<file path="src/rtl/mtp_pkg.sv">
package mtp_pkg;

  typedef enum logic [2:0] {
    M_STANDBY,
    M_OUTOFF,
    M_READ,
    M_IDENT,
    M_PROG,
    M_ERASE,
    M_LOCKED
  } mtp_mode_e;

  localparam logic [7:0] MAKER_CODE = 8'hBF;
  localparam logic [7:0] BLANK_BYTE = 8'hFF;

  // Device code per size variant (0: 64K, 1: 128K, 2: 256K, 3: 512K bytes)
  function automatic logic [7:0] dev_code(input int unsigned variant);
    case (variant)
      0:       dev_code = 8'hC4;
      1:       dev_code = 8'hC5;
      2:       dev_code = 8'hC6;
      default: dev_code = 8'hC2;
    endcase
  endfunction

endpackage

</file>
<file path="src/rtl/mtp_mode_dec.sv">
module mtp_mode_dec
  import mtp_pkg::*;
(
  input  logic      ce_n,
  input  logic      oe_n,
  input  logic      we_n,
  input  logic      oe_hv,
  input  logic      a9_hv,
  output mtp_mode_e mode
);

  always_comb begin
    if (ce_n) begin
      mode = M_STANDBY;
    end else if (oe_hv) begin
      if (we_n)       mode = M_LOCKED;
      else if (a9_hv) mode = M_ERASE;
      else            mode = M_PROG;
    end else if (oe_n) begin
      mode = M_OUTOFF;
    end else if (!we_n) begin
      mode = M_LOCKED;
    end else if (a9_hv) begin
      mode = M_IDENT;
    end else begin
      mode = M_READ;
    end
  end

endmodule

</file>
<file path="src/rtl/mtp_busy_timer.sv">
module mtp_busy_timer #(
  parameter int unsigned PROG_CYC  = 16,
  parameter int unsigned ERASE_CYC = 128
) (
  input  logic clk,
  input  logic rst_n,
  input  logic start_prog,
  input  logic start_erase,
  output logic busy,
  output logic done
);

  localparam int unsigned MAX_CYC = (PROG_CYC > ERASE_CYC) ? PROG_CYC : ERASE_CYC;
  localparam int unsigned CNT_W   = $clog2(MAX_CYC + 1);

  logic [CNT_W-1:0] cnt_q, cnt_d;

  assign busy = |cnt_q;
  assign done = (cnt_q == CNT_W'(1));

  always_comb begin
    cnt_d = cnt_q;
    if (start_erase)      cnt_d = CNT_W'(ERASE_CYC);
    else if (start_prog)  cnt_d = CNT_W'(PROG_CYC);
    else if (busy)        cnt_d = cnt_q - CNT_W'(1);
  end

  always_ff @(posedge clk or negedge rst_n) begin
    if (!rst_n) cnt_q <= '0;
    else        cnt_q <= cnt_d;
  end

endmodule

</file>
<file path="src/rtl/mtp_array.sv">
module mtp_array #(
  parameter int unsigned ADDR_W = 8
) (
  input  logic              clk,
  input  logic              rst_n,
  input  logic              wr_en,
  input  logic [ADDR_W-1:0] wr_addr,
  input  logic [7:0]        wr_data,
  input  logic              clr_all,
  input  logic [ADDR_W-1:0] rd_addr,
  output logic [7:0]        rd_data
);

  localparam int unsigned DEPTH = 1 << ADDR_W;

  logic [7:0] mem [DEPTH];

  for (genvar g = 0; g < DEPTH; g++) begin : g_cell
    logic hit;
    assign hit = wr_en && (wr_addr == ADDR_W'(g));

    // Erase wins over program; a program can only clear bits.
    always_ff @(posedge clk or negedge rst_n) begin
      if (!rst_n)       mem[g] <= mtp_pkg::BLANK_BYTE;
      else if (clr_all) mem[g] <= mtp_pkg::BLANK_BYTE;
      else if (hit)     mem[g] <= mem[g] & wr_data;
    end
  end

  assign rd_data = mem[rd_addr];

endmodule

</file>
<file path="src/rtl/mtp_flash.sv">
module mtp_flash
  import mtp_pkg::*;
#(
  parameter int unsigned ADDR_W    = 8,
  parameter int unsigned VARIANT   = 0,
  parameter int unsigned PROG_CYC  = 16,
  parameter int unsigned ERASE_CYC = 128,
  parameter bit          BUSY_ONES = 1'b1
) (
  input  logic              clk,
  input  logic              rst_n,
  input  logic              ce_n,
  input  logic              oe_n,
  input  logic              we_n,
  input  logic              oe_hv,
  input  logic              a9_hv,
  input  logic [ADDR_W-1:0] addr,
  input  logic [7:0]        din,
  output logic [7:0]        dout,
  output logic              dout_en
);

  localparam logic [7:0] DEV_CODE = dev_code(VARIANT);

  mtp_mode_e mode;
  logic      we_q;
  logic      we_fall;
  logic      busy, done;
  logic      start_prog, start_erase;
  logic      op_erase_q, op_erase_d;
  logic [ADDR_W-1:0] op_addr_q, op_addr_d;
  logic [7:0] op_data_q, op_data_d;
  logic [7:0] rd_data;

  mtp_mode_dec u_dec (
    .ce_n  (ce_n),
    .oe_n  (oe_n),
    .we_n  (we_n),
    .oe_hv (oe_hv),
    .a9_hv (a9_hv),
    .mode  (mode)
  );

  assign we_fall     = we_q & ~we_n;
  assign start_prog  = we_fall & ~busy & (mode == M_PROG);
  assign start_erase = we_fall & ~busy & (mode == M_ERASE);

  always_comb begin
    op_erase_d = op_erase_q;
    op_addr_d  = op_addr_q;
    op_data_d  = op_data_q;
    if (start_erase) begin
      op_erase_d = 1'b1;
    end else if (start_prog) begin
      op_erase_d = 1'b0;
      op_addr_d  = addr;
      op_data_d  = din;
    end
  end

  always_ff @(posedge clk or negedge rst_n) begin
    if (!rst_n) begin
      we_q       <= 1'b1;
      op_erase_q <= 1'b0;
      op_addr_q  <= '0;
      op_data_q  <= '1;
    end else begin
      we_q       <= we_n;
      op_erase_q <= op_erase_d;
      op_addr_q  <= op_addr_d;
      op_data_q  <= op_data_d;
    end
  end

  mtp_busy_timer #(
    .PROG_CYC  (PROG_CYC),
    .ERASE_CYC (ERASE_CYC)
  ) u_timer (
    .clk         (clk),
    .rst_n       (rst_n),
    .start_prog  (start_prog),
    .start_erase (start_erase),
    .busy        (busy),
    .done        (done)
  );

  mtp_array #(
    .ADDR_W (ADDR_W)
  ) u_array (
    .clk     (clk),
    .rst_n   (rst_n),
    .wr_en   (done & ~op_erase_q),
    .wr_addr (op_addr_q),
    .wr_data (op_data_q),
    .clr_all (done & op_erase_q),
    .rd_addr (addr),
    .rd_data (rd_data)
  );

  always_comb begin
    dout_en = (mode == M_READ) || (mode == M_IDENT);
    dout    = 8'h00;
    if (mode == M_IDENT)           dout = addr[0] ? DEV_CODE : MAKER_CODE;
    else if (mode == M_READ) begin
      if (busy && BUSY_ONES)       dout = BLANK_BYTE;
      else                         dout = rd_data;
    end
  end

endmodule

</file>
<file path="config.mk">
export PLATFORM = sky130hd
export DESIGN_NAME = mtp_flash
export DESIGN_NICKNAME = d
export VERILOG_FILES = /design/src/rtl/mtp_pkg.sv /design/src/rtl/mtp_mode_dec.sv /design/src/rtl/mtp_busy_timer.sv /design/src/rtl/mtp_array.sv /design/src/rtl/mtp_flash.sv
export SDC_FILE = /design/constraint.sdc
export NUM_CORES = 2
export LEC_CHECK = 0
export BUFFER_PORTS_ARGS = -buffer_cell sky130_fd_sc_hd__buf_2
export CAP_MARGIN = 20
export CORE_ASPECT_RATIO = 1.25
export CORE_MARGIN = 2
export CORE_UTILIZATION = 55
export CTS_CLUSTER_DIAMETER = 100
export DETAILED_ROUTE_END_ITERATION = 8
export MAX_ROUTING_LAYER = met4
export PLACE_DENSITY = 0.82
export SLEW_MARGIN = 5
export SYNTH_ARGS = -nofsm -noshare
export SYNTH_HDL_FRONTEND = slang
export SYNTH_HIERARCHICAL = 1
export SYNTH_SLANG_ARGS = --single-unit
</file>
<file path="constraint.sdc">
create_clock -name clk -period 7 [get_ports clk]
set_input_delay 1.05 -clock clk [delete_from_list [all_inputs] [get_ports clk]]
set_output_delay 1.05 -clock clk [all_outputs]
set_load 0.02 [all_outputs]
</file>
==> impl_metrics.tcl <==
set metrics [dict create \
    max_stage_delay_ns 0.93 \
    tightest_slew_ns 1.32 \
    async_flop_share 1.00 \
    powerDensity_nw_per_um2 220 \
    postCtsSetupBuffers 0 \
    final_util 0.598 \
    rsz0062_at_grt "false" \
    fin_area_sq_um 106000 \
    dr.pass1.iters 6 \
    synth_area_leaders "dfstp_2, nand2b_1, o21ai_0" \
    num_io_pins 32 \
    finalWorstSetupSlack_ns 0.724 \
    antenna_left 0 \
    htreeDepth 4 \
    syn_inst 8469 \
    setup-tns-final_ns 0 \
    cp.arrival_ns 5.23 \
    syn_avg_cell_area_sq_um 11.6 \
    drive_above_1_share 0.365 \
    relSlewSlack 0.121 \
    dp_slack_ns 1.01 \
    first_iter_violations 8002 \
    numCtsBuffers 189 \
    antenna_found_initial 9 \
    endpoint_kind "primary output" \
    routed_wl_um 267000 \
    ys_types 71 \
    cap_violations 0 \
    synth_area_leader_cell "dfstp_2" \
    clock_sinks 2074 \
    finalHoldViolations 0 \
    cts_tree "done" \
    initial_core_util 0.552 \
    io_buffers 31 \
    cpMostUsedCell "buf_4" \
    ys_warn_count 6 \
    yosysMostFrequentCell "o21ai_0" \
    synth_top_area_frac 0.552 \
    syn_area_sq_um 97800 \
    grt.overflow.total 0 \
    ys.flop_type "dfstp_2" \
    clk_latency_ns 0.85 \
    finalClockSkew_ns 0.0258 \
    core_sq_um 177000 \
    grt_pass1_vias 70500 \
    period_needed_ns 6.28 \
    worst_path_max_delay_cell "a211oi_1" \
    finalMaxSlewViolations 0 \
    routabilityCongestion 0.920 \
    crit_chain "buf_4 > inv_1 > buf_4 > nor2_4 > buf_4 > a22o_1 > a221oi_2 > o22ai_1 > o32ai_1 > a211oi_1 > o21a_1 > buf_2" \
    cts_max_path_buffers 3 \
    cp_max_fo 24 \
    ys_top_cells_by_count "o21ai_0, nand2b_1, dfstp_2" \
    vias_per_cell 6.43 \
    area_delta_synth_final_pct 8.38 \
    grt_pass1_wl_um 416000 \
    final_nets 8195 \
    drc 0 \
    synth_fp_nets 8495 \
    num_vias 68800 \
    start_kind "primary input" \
    p_leak_uw 0.0441 \
    die_area_sq_um 181000 \
    dp_hpwl_um 161000 \
    dpl-instance-area_sq_um 99600 \
    synth_seq_cells 2074 \
    die_w_um 381 \
    clock.fmax_mhz 159 \
    ctsResizeCount 0 \
    synth-seq-area-share 0.557 \
    instances_no_fill 10700 \
    placementRows 173 \
    dp.cells 10300 \
    cts.reportedPaths.clkPinSlew_ns 0.06 \
    critPathKind "in2out" \
    finalSetupViolCount 0 \
    run_status "finished clean" \
    wl_per_cell_um 25.0 \
    track_usage 0.301 \
    crit_required_ns 5.95 \
    die_y_um 476 \
    grt_max_degree 342 \
    period_share 0.897 \
    fillCellCount 13200 \
    ir_drop_uv 264 \
    synth_edf_count 0 \
    hp-class "in2reg" \
    cts_hold_buf 0 \
    cts_root_buf "clkbuf_16" \
]
==> sequential cells by signal, summed over array words and instances, names as in the netlist <==
register and cells:
u_array/mem 2048, op_erase_q 1, op_addr_q 8, op_data_q 8, we_q 1, u_timer/cnt_q 8
==> worst max-delay path, delay by kind of cell <==
| family | cells | cell delay, ns |
|---|---|---|
| buffers and inverters | 5 | 1.48 |
| AO/OA/AOI/OAI | 6 | 2.12 |
| AND/OR/NAND/NOR | 1 | 0.51 |
==> layout by cell type, fill, tap and decap left out, types with 8 or more instances in the layout <==
master	instances
clkbuf_1	47
nand2_1	324
o221ai_1	30
mux2_4	9
buf_4	110
clkbuf_16	195
nor3_1	18
buf_2	28
buf_12	41
dfrtp_1	17
mux4_2	421
clkbuf_8	41
o221a_2	8
o22ai_1	37
inv_1	10
nand2b_1	2063
o211ai_1	11
a21oi_1	101
a221oi_1	23
mux2i_1	167
nor2_1	48
nor2b_1	18
dfstp_4	8
a31oi_1	8
a22o_1	18
bufinv_16	8
dfstp_2	2049
o21ai_0	2066
o21ai_1	18
diode_2	10
clkinv_2	42
a211oi_1	36
nor4_1	9
nor2_2	17
a22oi_1	147
a21boi_0	8
==> cell families (layout without fill, tap and decap cells) <==
family	after synthesis	in the layout	share of synthesized area
compound gates	2537	2537	0.140
xor+xnor	1	1	0.0000895
fa+ha+maj	3	3	0.000384
buf+inv	692	549	0.0330
flops	2074	2074	0.557
mux	605	605	0.116
other cells	0	10	0
simple gates	2557	2557	0.154
==> path summary, 6_finish.rpt <==
| check | slack (ns) | end | cells past startpoint | from |
|---|---|---|---|---|
| max | 0.72 | dout[7] | 12 | addr[3] |
| min | 0.35 | we_q | 1 | we_n |
| max reg2reg | 2.42 | u_array/mem[179] | 8 | u_timer/cnt_q[4] |
| min reg2reg | 0.48 | u_array/mem[1481] | 2 | u_array/mem[1481] |
| max in group asynchronous | 4.85 | u_array/mem[415] | 3 | rst_n |
| min in group asynchronous | 0.63 | u_array/mem[1768] | 1 | rst_n |
==> metal layers <==
layer | track usage | part of all wire
met1 | 0.375 | 0.38
met2 | 0.468 | 0.48
met3 | 0.0600 | 0.088
met4 | 0.158 | 0.057
met5 | - | 0
==> stage by stage <==
step / hold slack, ns / power [uW]
finish: 0.350 / 23400
global route: 0.341 / 24000
CTS: 0.315 / 23500
detailed placement: 0.472 / 13100
global placement: 0.465 / 13000
floorplan: 0.458 / 12600
==> final cells by class <==
cell class,count,area [sq um],area share
diodes,10,25.0,0.000236
clock buffers,282,5600,0.0528
clock inverters,66,657,0.00619
inverters,13,48.8,0.000460
multi-input cells,5703,40300,0.380
flip-flops and latches,2074,54500,0.514
well taps,2362,2960,0.0279
repair buffers,188,1970,0.0186
==> where the power goes <==
group	total [uW]	internal [uW]	leakage, uW	switching (uW)
logic	836	221	0.0196	615
clock network	10500	5840	0.00310	4640
registers	12000	12000	0.0214	0.114
Note: power is estimated with default switching activity, not from simulation.
